**config.mk**
```make
export PLATFORM = sky130hd
export DESIGN_NAME = bitser_spi_slave
export DESIGN_NICKNAME = d
export VERILOG_FILES = /design/src/rtl/bss_pkg.sv /design/src/rtl/bss_sync.sv /design/src/rtl/bss_fifo.sv /design/src/rtl/bss_frame.sv /design/src/rtl/bitser_spi_slave.sv
export SDC_FILE = /design/constraint.sdc
export NUM_CORES = 1
export LEC_CHECK = 0
export ABC_AREA = 0
export CAP_MARGIN = 25
export CORE_ASPECT_RATIO = 1.1
export CORE_MARGIN = 5
export CORE_UTILIZATION = 50
export DETAILED_ROUTE_END_ITERATION = 16
export GPL_TIMING_DRIVEN = 0
export PLACE_DENSITY = 0.75
export SKIP_LAST_GASP = 1
export SLEW_MARGIN = 40
export SYNTH_ARGS = -nofsm -noshare
export SYNTH_HDL_FRONTEND = slang
export SYNTH_SLANG_ARGS = --single-unit
```
**constraint.sdc**
```tcl
create_clock -name clk_i -period 2.1 [get_ports clk_i]
set_input_delay 0.315 -clock clk_i [delete_from_list [all_inputs] [get_ports clk_i]]
set_output_delay 0.315 -clock clk_i [all_outputs]
set_load 0.01 [all_outputs]
```
**src/rtl/bss_pkg.sv**
```systemverilog
package bss_pkg;
  typedef enum logic [2:0] {
    ST_IDLE, ST_SETUP, ST_DATA, ST_STAT, ST_WAITLOW
  } frame_st_e;

  // {direction, target}
  typedef enum logic [1:0] {
    CMD_WR     = 2'b00,
    CMD_UNUSED = 2'b01,
    CMD_RD     = 2'b10,
    CMD_STAT   = 2'b11
  } cmd_e;
endpackage

```
**src/rtl/bss_sync.sv**
```systemverilog
module bss_sync #(
  parameter int unsigned WIDTH = 3
) (
  input  logic             clk_i,
  input  logic             rst_ni,
  input  logic [WIDTH-1:0] d_i,
  output logic [WIDTH-1:0] q_o,
  output logic [WIDTH-1:0] rise_o
);
  logic [WIDTH-1:0] s1_q, s2_q, s3_q;

  for (genvar g = 0; g < WIDTH; g++) begin : g_bit
    always_ff @(posedge clk_i or negedge rst_ni) begin
      if (!rst_ni) begin
        s1_q[g] <= 1'b0;
        s2_q[g] <= 1'b0;
        s3_q[g] <= 1'b0;
      end else begin
        s1_q[g] <= d_i[g];
        s2_q[g] <= s1_q[g];
        s3_q[g] <= s2_q[g];
      end
    end
    assign rise_o[g] = s2_q[g] & ~s3_q[g];
  end

  assign q_o = s2_q;
endmodule

```
**src/rtl/bss_fifo.sv**
```systemverilog
module bss_fifo #(
  parameter int unsigned DW    = 8,
  parameter int unsigned DEPTH = 4
) (
  input  logic          clk_i,
  input  logic          rst_ni,
  input  logic          push_i,
  input  logic [DW-1:0] data_i,
  input  logic          pop_i,
  output logic [DW-1:0] data_o,
  output logic          full_o,
  output logic          empty_o
);
  localparam int unsigned AW = (DEPTH > 1) ? $clog2(DEPTH) : 1;
  localparam logic [AW-1:0] PTR_LAST = AW'(DEPTH - 1);

  logic [DW-1:0] mem_q [DEPTH];
  logic [AW-1:0] wr_q, rd_q;
  logic [AW:0]   cnt_q;
  logic          do_push, do_pop;

  assign full_o  = (cnt_q == (AW+1)'(DEPTH));
  assign empty_o = (cnt_q == '0);
  assign do_push = push_i && !full_o;
  assign do_pop  = pop_i && !empty_o;
  assign data_o  = mem_q[rd_q];

  always_ff @(posedge clk_i or negedge rst_ni) begin
    if (!rst_ni) begin
      wr_q  <= '0;
      rd_q  <= '0;
      cnt_q <= '0;
      for (int i = 0; i < DEPTH; i++) mem_q[i] <= '0;
    end else begin
      if (do_push) begin
        mem_q[wr_q] <= data_i;
        wr_q <= (wr_q == PTR_LAST) ? '0 : wr_q + 1'b1;
      end
      if (do_pop) rd_q <= (rd_q == PTR_LAST) ? '0 : rd_q + 1'b1;
      case ({do_push, do_pop})
        2'b10:   cnt_q <= cnt_q + 1'b1;
        2'b01:   cnt_q <= cnt_q - 1'b1;
        default: ;
      endcase
    end
  end

  a_r10_count_bound: assert property (@(posedge clk_i) disable iff (!rst_ni)
    cnt_q <= (AW+1)'(DEPTH));
  a_r10_full_holds_on_push: assert property (@(posedge clk_i) disable iff (!rst_ni)
    (full_o && push_i && !pop_i) |=> full_o);
endmodule

```
**src/rtl/bss_frame.sv**
```systemverilog
module bss_frame
  import bss_pkg::*;
#(
  parameter int unsigned DW = 8
) (
  input  logic          clk_i,
  input  logic          rst_ni,
  input  logic          sclk_rise_i,
  input  logic          ss_i,
  input  logic          mosi_i,
  output logic          miso_o,
  input  logic          rx_full_i,
  output logic          rx_push_o,
  output logic [DW-1:0] rx_data_o,
  input  logic          tx_empty_i,
  input  logic [DW-1:0] tx_data_i,
  output logic          tx_pop_o,
  input  logic [DW-1:0] stat_byte_i
);
  localparam int unsigned CW = $clog2(DW);
  localparam logic [CW-1:0] BIT_LAST = CW'(DW - 1);

  frame_st_e     st_q;
  cmd_e          cmd_q, setup_cmd;
  logic [CW-1:0] cnt_q;
  logic          dir_q, flag_q;
  logic [DW-1:0] sh_q, last_tx_q;

  assign setup_cmd = cmd_e'({dir_q, mosi_i});
  assign rx_data_o = sh_q;

  always_ff @(posedge clk_i or negedge rst_ni) begin
    if (!rst_ni) begin
      st_q      <= ST_IDLE;
      cmd_q     <= CMD_WR;
      cnt_q     <= '0;
      dir_q     <= 1'b0;
      flag_q    <= 1'b0;
      sh_q      <= '0;
      last_tx_q <= '0;
      rx_push_o <= 1'b0;
      tx_pop_o  <= 1'b0;
    end else begin
      rx_push_o <= 1'b0;
      tx_pop_o  <= 1'b0;
      case (st_q)
        ST_IDLE: begin
          if (sclk_rise_i && ss_i && mosi_i) begin
            st_q  <= ST_SETUP;
            cnt_q <= '0;
          end
        end
        ST_SETUP: begin
          if (!ss_i) st_q <= ST_IDLE;
          else if (sclk_rise_i) begin
            if (cnt_q == '0) begin
              dir_q <= mosi_i;
              cnt_q <= CW'(1);
            end else begin
              cmd_q <= setup_cmd;
              cnt_q <= '0;
              st_q  <= ST_DATA;
              case (setup_cmd)
                CMD_RD: begin
                  sh_q   <= tx_empty_i ? last_tx_q : tx_data_i;
                  flag_q <= tx_empty_i;
                end
                CMD_STAT: begin
                  sh_q   <= stat_byte_i;
                  flag_q <= 1'b0;
                end
                CMD_WR: begin
                  sh_q   <= '0;
                  flag_q <= 1'b0;
                end
                default: begin
                  sh_q   <= '0;
                  flag_q <= 1'b1;
                end
              endcase
            end
          end
        end
        ST_DATA: begin
          if (!ss_i) st_q <= ST_IDLE;
          else if (sclk_rise_i) begin
            sh_q  <= {sh_q[DW-2:0], (cmd_q == CMD_WR) ? mosi_i : 1'b0};
            cnt_q <= cnt_q + 1'b1;
            if (cnt_q == BIT_LAST) begin
              st_q <= ST_STAT;
              if (cmd_q == CMD_WR) flag_q <= rx_full_i;
            end
          end
        end
        ST_STAT: begin
          if (!ss_i) st_q <= ST_IDLE;
          else if (sclk_rise_i) begin
            if (cmd_q == CMD_WR && !flag_q) rx_push_o <= 1'b1;
            if (cmd_q == CMD_RD && !flag_q) begin
              tx_pop_o  <= 1'b1;
              last_tx_q <= tx_data_i;
            end
            st_q <= (cmd_q == CMD_STAT) ? ST_IDLE : ST_WAITLOW;
          end
        end
        ST_WAITLOW: if (!ss_i) st_q <= ST_IDLE;
        default: st_q <= ST_IDLE;
      endcase
    end
  end

  always_comb begin
    miso_o = 1'b0;
    if (st_q == ST_DATA && (cmd_q == CMD_RD || cmd_q == CMD_STAT)) miso_o = sh_q[DW-1];
    else if (st_q == ST_STAT) miso_o = flag_q;
  end

  a_r9_miso_quiet_idle: assert property (@(posedge clk_i) disable iff (!rst_ni)
    (st_q == ST_IDLE || st_q == ST_WAITLOW) |-> !miso_o);
  a_r3_no_write_when_full: assert property (@(posedge clk_i) disable iff (!rst_ni)
    rx_push_o |-> !rx_full_i);
  a_r4_no_pop_when_empty: assert property (@(posedge clk_i) disable iff (!rst_ni)
    tx_pop_o |-> !tx_empty_i);
  a_r7_commit_needs_ss: assert property (@(posedge clk_i) disable iff (!rst_ni)
    (rx_push_o || tx_pop_o) |-> $past(ss_i));
  a_r2_single_commit: assert property (@(posedge clk_i) disable iff (!rst_ni)
    $onehot0({rx_push_o, tx_pop_o}));
endmodule

```
**src/rtl/bitser_spi_slave.sv**
```systemverilog
module bitser_spi_slave #(
  parameter int unsigned DW       = 8,
  parameter int unsigned RX_DEPTH = 4,
  parameter int unsigned TX_DEPTH = 4
) (
  input  logic          clk_i,
  input  logic          rst_ni,
  input  logic          sclk_i,
  input  logic          ss_i,
  input  logic          mosi_i,
  output logic          miso_o,
  input  logic          rx_pop_i,
  output logic [DW-1:0] rx_data_o,
  output logic          rx_valid_o,
  output logic          rx_full_o,
  input  logic          tx_push_i,
  input  logic [DW-1:0] tx_data_i,
  output logic          tx_full_o,
  output logic          tx_empty_o,
  output logic [DW-1:0] status_o
);
  logic [2:0]    pin_q, pin_rise;
  logic          rx_push, rx_empty, tx_pop;
  logic [DW-1:0] rx_wdata, tx_head;

  bss_sync #(.WIDTH(3)) u_sync (
    .clk_i (clk_i),
    .rst_ni(rst_ni),
    .d_i   ({sclk_i, ss_i, mosi_i}),
    .q_o   (pin_q),
    .rise_o(pin_rise)
  );

  assign status_o   = {{(DW-2){1'b0}}, tx_empty_o, rx_full_o};
  assign rx_valid_o = !rx_empty;

  bss_frame #(.DW(DW)) u_frame (
    .clk_i      (clk_i),
    .rst_ni     (rst_ni),
    .sclk_rise_i(pin_rise[2]),
    .ss_i       (pin_q[1]),
    .mosi_i     (pin_q[0]),
    .miso_o     (miso_o),
    .rx_full_i  (rx_full_o),
    .rx_push_o  (rx_push),
    .rx_data_o  (rx_wdata),
    .tx_empty_i (tx_empty_o),
    .tx_data_i  (tx_head),
    .tx_pop_o   (tx_pop),
    .stat_byte_i(status_o)
  );

  bss_fifo #(.DW(DW), .DEPTH(RX_DEPTH)) u_rx_fifo (
    .clk_i  (clk_i),
    .rst_ni (rst_ni),
    .push_i (rx_push),
    .data_i (rx_wdata),
    .pop_i  (rx_pop_i),
    .data_o (rx_data_o),
    .full_o (rx_full_o),
    .empty_o(rx_empty)
  );

  bss_fifo #(.DW(DW), .DEPTH(TX_DEPTH)) u_tx_fifo (
    .clk_i  (clk_i),
    .rst_ni (rst_ni),
    .push_i (tx_push_i),
    .data_i (tx_data_i),
    .pop_i  (tx_pop),
    .data_o (tx_head),
    .full_o (tx_full_o),
    .empty_o(tx_empty_o)
  );
endmodule

```
# Yosys cells after proc, flatten, opt, wreduce, memory -nomap -nowiden
# Cells that the tools add are included.
# word_totals
output_inout_bits	21
in_bits	15
ff_bits	113
# classes
n_eq_ne	33
n_reduce_logical	35
n_lt_le_gt_ge	6
add_sub_neg	9
n_mux	65
bitwise	7
# op_table
cell	count
8-bit 2-to-1 mux	12
32-bit bitwise mux	2
3-bit 2-to-1 mux	16
8-bit binary-select mux with 2-bit select	2
8-bit demux with 2-bit select	2
8-bit case mux with 2 select lines	2
2-bit equality test (second input constant)	10
1-bit 2-to-1 mux	19
3-bit case mux with 5 select lines	1
3-bit equality test (second input constant)	4
3-bit greater-or-equal comparator (second input constant)	4
3-bit zero test	4
3-bit by 2-bit inequality test with 1-bit output (second input constant)	4
2-bit inverter with 3-bit output	4
3-bit case mux with 2 select lines	2
4-bit AND reduction	3
6-bit AND reduction	2
1-bit logical AND	11
2-bit by 1-bit inequality test with 1-bit output (second input constant)	5
3-bit by 1-bit adder with 3-bit output (second input constant)	3
3-bit case mux with 3 select lines	1
2-bit by 1-bit adder with 2-bit output (second input constant)	4
2-bit 2-to-1 mux	4
2-bit inequality test (second input constant)	4
17 further kinds	30

# Depth between registers and ports, before layout
# Gate-level depths: netlist of the first run.
# depth
depth_word	10
mapped_depth	10
mapped_depth_nobuf	9

# Hierarchy
# From an unflattened synthesis of the first run, not the netlist that was laid out.
# unflattened
hier_cells	403
hier_area_um2	5514.0
# by_module_without_submodules
mod	area_each_um2	n_inst	cells_per_inst
bss_fifo	1808.0	2	117
bss_frame	1564.0	1	147
bss_sync	266.5	1	12
bitser_spi_slave	67.6	1	10

# Least setup slack after synthesis of the first run
# No wires, ideal clock.
# synth_path
path_kind	flip-flop to flip-flop
start	register u_rx_fifo.cnt_q[1]
end	register u_rx_fifo.cnt_q[2]
slack_ps	-310
stages_incl_launch_ff	11
n_path_buf	1
arrival_ps	2331
synth_period_minus_slack_ps	2410
path_cell_list	dfrtp_1 nor3b_1 and2b_1 buf_2 inv_1 ha_1 inv_1 fa_1 xor2_1 nor2_1 xor2_1
# synth_via
elab_chain_cells	5
elab_cells_between_ends	12
cone_classes	add/sub (2); eq/ne (3); mux (1); reduce/logical (6)
# synth_rtl
element	line_no	text
from (decl)	bss_fifo.sv:19	logic [AW:0] cnt_q;
from (signal assigned)	bss_fifo.sv:41	2'b10: cnt_q <= cnt_q + 1'b1;
from (signal assigned)	bss_fifo.sv:42	2'b01: cnt_q <= cnt_q - 1'b1;
3-bit equality test *	bss_fifo.sv:22	assign full_o = (cnt_q == (AW+1)'(DEPTH));
via rx_full_o	bitser_spi_slave.sv:15	output logic rx_full_o,
1-bit zero test *	bss_fifo.sv:24	assign do_push = push_i && !full_o;
1-bit logical AND *	bss_fifo.sv:24	
2-bit by 1-bit equality test with 1-bit output or 2-bit equality test (tied branches)	bss_fifo.sv:40	case ({do_push, do_pop})
3-bit case mux with 2 select lines or 2-bit nonzero test (tied branches)	-	
# The timed path passes the listed nets; every way through them passes the cells marked *.
# A chain may end at the register's enable or synchronous reset.

# Final worst setup path of the first run
# layout_path
start	register u_rx_fifo.cnt_q[0]
end	register u_rx_fifo.cnt_q[2]
# layout_via
elab_chain_cells	5
elab_cells_between_ends	12
cone_classes	add/sub (2); eq/ne (3); mux (1); reduce/logical (6)
# layout_rtl
element	line_no
3-bit equality test or 3-bit zero test (tied branches)	bss_fifo.sv:22, bss_fifo.sv:23
1-bit zero test (on tied branches)	bss_fifo.sv:24, bss_fifo.sv:25
1-bit logical AND (on tied branches)	bss_fifo.sv:24, bss_fifo.sv:25
2-bit by 1-bit equality test with 1-bit output or 2-bit equality test (tied branches)	bss_fifo.sv:40
3-bit case mux with 2 select lines or 2-bit nonzero test (tied branches)	-
# Several ways; a longest one is shown, not always the timed one.

==> flow_summary_export.csv, run 1 <==
group,metric,value,unit
synth,synth_fa_ha_area_frac,0.0474,
critical_path,startpoint,"u_rx_fifo.cnt_q[0]",
route,via_per_inst,5.28,
synth,synth.avg_cell_area,13.5,um2
critical_path,reg2reg_from,"u_rx_fifo.cnt_q[0]",
clocking,cts_tree,"done",
critical_path,cp_slowest_stage_delay,0.40,ns
clocking,numCtsBuffers,17,
critical_path,required,2.42,ns
hold_path,hold_class,"reg2reg",
placement,finalWeightedCongestion,0.840,
clocking,cts_root_buffer,"clkbuf_16",
global_routing,grt_max_degree,64,
sta,drv_slew,0,
synth,synthFlopType,"dfrtp_1",
placement,hpwl,6580,um
route,drt_iter0_markers,113,
synth,synth-compound-area-share,0.0404,
floorplan,start_util,0.513,
cells_and_area,finish.instance_area,0.00665,mm2
global_routing,grt_pass1_vias,3606,
placement,pre_cts_ws,-0.233,ns
clocking,htree_levels,4,
critical_path,startpoint_type,"flip-flop",
synth,yosys-top-cells-area,"dfrtp_1 (53%), mux2_2 (18%), mux4_2 (6.8%)",
global_routing,grt_overflow_total,0,
synth,synth_area,0.00533,mm2
power_and_ir_drop,power,7.78,mW
route,drt-total-wl,10100,um
synth,synth.yosys.seq_area_share,0.531,
floorplan,die_area,0.0128,mm2
sta,fin_crit,2.09,ns
sta,fmax,0.478,GHz
cells_and_area,layout.nets,499,
synth,synthSimpleGateAreaFrac,0.0763,
power_and_ir_drop,powerDensity,1170,mW/mm2
cells_and_area,nFillCells,764,
route,drc_errors,0,
flow_run,cap_viol_max_count,0,
synth,yosysUniqueCellTypes,46,
hold_path,worstHoldStart,"u_sync.s1_q[0]",
floorplan,coreArea,0.0104,mm2
cells_and_area,drive_gt1_frac,0.411,
critical_path,crit_top_cell,"xor2_1",
cells_and_area,area_growth,24.8,%
clocking,clk_latency,0.41,ns
synth,ys_async_sr_fraction,1.00,
sta,layout_setup_ws,0.00912,ns
power_and_ir_drop,ir_drop,0.975,mV
synth,synth_cells,396,
clocking,clock-sinks,113,
cells_and_area,fin_util,0.640,
synth,synth_edf_count,0,
synth,synth_warnings,0,
global_routing,grt_antenna_before_repair,0,
synth,synth_top_area_share,0.531,
route,postRouteAntennaNets,0,
sta,clock-skew-final,0.00987,ns
route,num_vias,3275,
sta,fin_tns_setup,0,ns
critical_path,slowest_stage,"dfrtp_1",
cells_and_area,diodes,0,
synth,synth_mux_area_frac,0.259,
sta,finalHoldViolCount,0,
clocking,cts_buffer_depth,2,
critical_path,criticalPathCategory,"reg2reg",
sta,rsz0062_at_grt,"true",
floorplan,dieWidth,108,um
critical_path,crit_path_end_kind,"flip-flop",
critical_path,path_cells,"nor3b_4, and2b_2, inv_4, ha_4, inv_2, fa_2, xor2_1, nor2_1, xor2_1",
sta,post-route-period-util,0.996,
global_routing,grt_usage,0.175,
placement,io_buffers,29,
route,wl_per_cell,16.3,um
synth,synth_top_family_by_area,"multiplexers",
sta,setup_viol,0,
route,firstDrtPassIters,4,
global_routing,grt_pass1_wl,17500,um
floorplan,row_count,39,
power_and_ir_drop,p_leak,3.18,nW
floorplan,io_pins,36,
critical_path,r2r_slack,0.009,ns
synth,synth_common_cells,"dfrtp_1 (113), mux2_2 (85), nand2_1 (28), inv_1 (19), ha_1 (17)",
critical_path,crit_fanout,3,
synth,synth_most_common_cell,"dfrtp_1",
synth,ys_seq_elements,113,
critical_path,crit_arrival,2.41,ns
outcome,status,"finished clean",
clocking,clkSlewWorstSetupHoldPaths,0.05,ns
floorplan,die_h,118,um
synth,yosys.area.top_type,"dfrtp_1",
synth,synth-xor-area-share,0.00986,
placement,place_area,0.00588,mm2
==> logic make-up after synthesis <==
logic type,count (synthesis)
adders and majority gates,19
other,1
AOI/OAI and AO/OA,34
and+or+nand+nor,77
DFF,113
buffers and inverters,39
muxes,107
xor gates and xnor gates,6
==> state kept, by name, indices dropped and copies added (netlist names), 3 cells and up <==
| register | cells |
|---|---|
| u_frame.cnt_q | 3 |
| u_frame.st_q | 3 |
| u_sync.q_o | 3 |
| u_rx_fifo.cnt_q | 3 |
| u_tx_fifo.cnt_q | 3 |
| u_frame.last_tx_q | 8 |
| u_tx_fifo.mem_q | 32 |
| u_sync.s1_q | 3 |
| u_rx_fifo.mem_q | 32 |
| u_frame.rx_data_o | 8 |
==> stage by stage <==
step,cells,hold WS (ns)
finish,620,0.346
global route,620,0.329
CTS,617,0.337
detailed placement,574,0.253
global placement,573,0.332
floorplan,401,0.0194
==> worst max-delay path: cells and delay by family, from the launching register on <==
family	cells	cell delay, ns
DFF	1	0.40
xor gates and xnor gates	2	0.35
buffers and inverters	2	0.10
and+or+nand+nor	3	0.70
adders and majority gates	2	0.47
==> final cells by class <==
class                           instances  area, um2  area share
Inverter                               19       76.3      0.0115
Clock inverter                          9        129      0.0194
Buffer                                 17        125      0.0188
Timing Repair Buffer                   48        450      0.0677
Sequential cell                       113       2830       0.425
Multi-Input combinational cell        249       2370       0.356
Clock buffer                           22        494      0.0743
Tap cell                              143        179      0.0269
==> layout by cell type (no fill, tap or decap), types with 3 or more instances in the layout <==
| cell type | n |
|---|---|
| dfrtp_1 | 113 |
| mux2_2 | 85 |
| nand2_1 | 26 |
| buf_4 | 21 |
| clkbuf_16 | 17 |
| inv_1 | 16 |
| mux4_2 | 16 |
| ha_1 | 16 |
| o21ai_0 | 15 |
| clkdlybuf4s50_1 | 14 |
| nor2_1 | 12 |
| clkbuf_2 | 8 |
| nand2_2 | 6 |
| mux2i_1 | 6 |
| conb_1 | 6 |
| buf_6 | 5 |
| a21oi_1 | 5 |
| nor3_1 | 5 |
| nand3_1 | 5 |
| clkbuf_8 | 5 |
| buf_2 | 4 |
| xor2_1 | 4 |
| or3_1 | 3 |
| buf_8 | 3 |
| nand2b_1 | 3 |
| clkinv_2 | 3 |
| bufinv_16 | 3 |
| dlygate4sd2_1 | 3 |
==> repair_timing <==
| item | in CTS | in global routing |
|---|---|---|
| hold buffers | 1 | 0 |
| pin swaps | 5 | 6 |
| gates resized for setup | 40 | 15 |
| endpoints found under the hold margin | 50 | 0 |
| setup endpoints to repair | 17 | 15 |
| buffers inserted | 13 | 4 |
==> metal layers <==
| metal | GRT usage | routed length [um] | vias up |
|---|---|---|---|
| met1 | 0.216 | 4190 | 1674 |
| li1 | - | - | 1535 |
| met2 | 0.296 | 5430 | 56 |
| met5 | 0 | 0 | - |
| met4 | 0.0592 | 130 | 0 |
| met3 | 0.0496 | 364 | 10 |
==> worst paths after layout <==
check / to / cells after the start
max reg2reg: u_rx_fifo.cnt_q[2] / 9
min reg2reg: u_sync.q_o[0] / 0
max: u_rx_fifo.cnt_q[2] / 9
min in group asynchronous: u_rx_fifo.mem_q[28] / 2
max in group asynchronous: u_frame.rx_data_o[7] / 3
min: u_sync.q_o[0] / 0
==> where the power goes <==
group	total (mW)	internal (mW)	switching [mW]	leakage, nW
combinational	1.92	1.12	0.800	1.40
sequential	2.90	2.62	0.282	1.47
clock	2.97	2.01	0.957	0.304
total	7.78	5.74	2.04	3.18
No activity file was read; power rests on OpenSTA's default activity.
==> run 2, diff against run 1 <==
--- a/config.mk
+++ b/config.mk
@@ -17,4 +17,5 @@
 export SLEW_MARGIN = 40
 export SYNTH_ARGS = -nofsm -noshare
 export SYNTH_HDL_FRONTEND = slang
+export SYNTH_HIERARCHICAL = 1
 export SYNTH_SLANG_ARGS = --single-unit
==> run 2 against run 1 <==
Against the previous run:
- clock power is 2% higher
- the flow now finishes with violations (negative setup slack)
- sequential share of layout area down 1.9 points
- wire length up 1.4%
- cell count grew 2.4%
- worst hold slack got worse by 0.0039 ns
- global-route usage decreased by 0.31 points
- critical path depth fell by 2
- flip-flop and latch count is the same
- die area rose by 1.8%
==> flow_summary_export.csv, run 2 <==
group,metric,value,unit
floorplan,die_area,0.0131,mm2
sta,max_slew_margin,0.596,
route,via_per_inst,5.26,
floorplan,row_count,40,
clocking,cts_tree,"done",
route,firstDrtPassIters,4,
sta,fin_crit,2.12,ns
route,drt-total-wl,10300,um
global_routing,busiest_layer,"met2",
critical_path,reg2reg_depth,7,
cells_and_area,reg_top3,"u_rx_fifo/mem_q (32), u_tx_fifo/mem_q (32)",
route,postRouteAntennaNets,0,
cells_and_area,layout.nets,509,
floorplan,coreArea,0.0108,mm2
sta,fin_hold_ws,0.342,ns
hold_path,worstHoldPathCells,0,
critical_path,startpoint_type,"flip-flop",
placement,pre_cts_ws,-0.227,ns
placement,placedCellCount,587,
power_and_ir_drop,powerDensity,1160,mW/mm2
clocking,clkSlewWorstSetupHoldPaths,0.05,ns
synth,synth_cells,399,
floorplan,start_util,0.503,
cells_and_area,nFillCells,811,
placement,finalWeightedCongestion,0.807,
sta,post-route-period-util,1.01,
route,drc_errors,0,
global_routing,met2_usage,0.280,
placement,hpwl,6650,um
cells_and_area,mostFrequentLayoutCell,"dfrtp_1",
hold_path,hold_class,"reg2reg",
floorplan,io_pins,36,
outcome,violations,"negative setup slack",
global_routing,met3_usage,0.0575,
cells_and_area,drive_gt1_frac,0.447,
route,num_vias,3338,
synth,synth_area,0.00544,mm2
global_routing,grt_max_degree,59,
global_routing,grt_pass1_wl,17200,um
sta,rsz0062_at_grt,"true",
hold_path,worstHoldStart,"u_sync/s1_q[2]",
sta,drv_slew,0,
clocking,clock-sinks,113,
cells_and_area,mostFrequentLayoutCells,"dfrtp_1 (108), mux2_2 (92), nor2_1 (26)",
clocking,clk_latency,0.41,ns
sta,tightest_slew,0.607,ns
critical_path,r2r_slack,-0.02,ns
sta,layout_setup_ws,-0.0205,ns
synth,synth.avg_cell_area,13.6,um2
global_routing,grt_overflow_total,0,
cells_and_area,area_growth,28.3,%
critical_path,reg2reg_from,"u_tx_fifo/rd_q[0]",
critical_path,required,2.39,ns
sta,fmax,0.472,GHz
sta,setup_viol,1,
flow_run,cap_viol_max_count,0,
global_routing,grtUsageMet1,0.211,
floorplan,dieWidth,109,um
clocking,cts_buffer_depth,2,
critical_path,crit_path_end_kind,"flip-flop",
sta,clock-skew-final,0.00813,ns
outcome,status,"finished with violations",
synth,synth_warnings,6,
critical_path,regToRegEndpoint,"u_frame/rx_data_o[3]",
critical_path,criticalPathCategory,"reg2reg",
clocking,numCtsBuffers,17,
global_routing,grt_antenna_before_repair,0,
hold_path,hold_end,"u_sync/q_o[2]",
cells_and_area,diodes,0,
critical_path,crit_arrival,2.41,ns
power_and_ir_drop,p_leak,3.27,nW
floorplan,die_h,119,um
sta,finalHoldViolCount,0,
clocking,cts_root_buffer,"clkbuf_16",
placement,place_area,0.00600,mm2
global_routing,grt_pass1_vias,3557,
placement,io_buffers,29,
critical_path,crit_fanout,5,
route,wl_per_cell,16.2,um
global_routing,grt_usage,0.172,
route,drt_iter0_markers,111,
sta,fin_tns_setup,-0.0205,ns
power_and_ir_drop,ir_drop,0.858,mV
cells_and_area,finish.instance_area,0.00698,mm2
clocking,htree_levels,4,
cells_and_area,final_cells,635,
run 2: cell type report:
class	count	area, um2	area share
buffer	18	149	0.0213
clock buffer	22	484	0.0694
clock inverter	10	155	0.0222
inverter	16	60.1	0.00861
multi-input combinational	261	2600	0.373
sequential	113	2830	0.406
tap	147	184	0.0264
timing repair buffer	48	508	0.0728
run 2: per-stage QoR:
step | power (mW) | util
after floorplan | 4.19 | -
after global placement | 4.59 | 0.552
after detailed placement | 4.70 | 0.555
after CTS | 7.91 | 0.627
after global routing | 8.51 | 0.645
final | 8.07 | 0.645
run 2: worst max-delay path: stages, from the launching register on:
cell and delay (ns):
dfrtp_2 0.39, buf_6 0.12, buf_16 0.11, mux4_2 0.51, mux2_4 0.29, a221oi_2 0.23
nor2_1 0.08, mux2_2 0.27
run 2: per-layer routing:
layer	up-vias	wire length [um]
met4	0	129
met5	-	0
met3	13	331
li1	1570	-
met1	1702	4420
met2	53	5380
run 2: repair_timing:
action	in CTS	in global routing
hold buffers	1	0
cloned	1	1
resized for setup	27	36
endpoints found under the setup margin	24	31
endpoints found under the hold margin	55	0
buffers inserted	7	8
pin swaps	3	16
run 2: worst max path at each step:
| stage | cells after the start | slack (ns) | start | to |
|---|---|---|---|---|
| 3_5_place_dp | 8 | -0.23 | u_rx_fifo/cnt_q[0] | u_rx_fifo/cnt_q[2] |
| 2_1_floorplan | 8 | 0.02 | u_rx_fifo/cnt_q[0] | u_rx_fifo/cnt_q[2] |
| 5_1_grt | 4 | -0.09 | u_rx_fifo/cnt_q[0] | rx_valid_o |
| 4_1_cts | 3 | -0.21 | u_rx_fifo/rd_q[0] | rx_data_o[5] |
| 3_3_place_gp | 1 | -3.44 | rst_ni | u_tx_fifo/mem_q[0] |
| 6_report | 7 | -0.02 | u_tx_fifo/rd_q[0] | u_frame/rx_data_o[3] |
run 2: where the power goes:
group / internal [mW] / total, mW / switching, mW / leakage [nW]
logic: 1.24 / 2.07 / 0.825 / 1.49
registers: 2.63 / 2.97 / 0.340 / 1.47
clock network: 2.10 / 3.03 / 0.930 / 0.312
total: 5.97 / 8.07 / 2.10 / 3.27
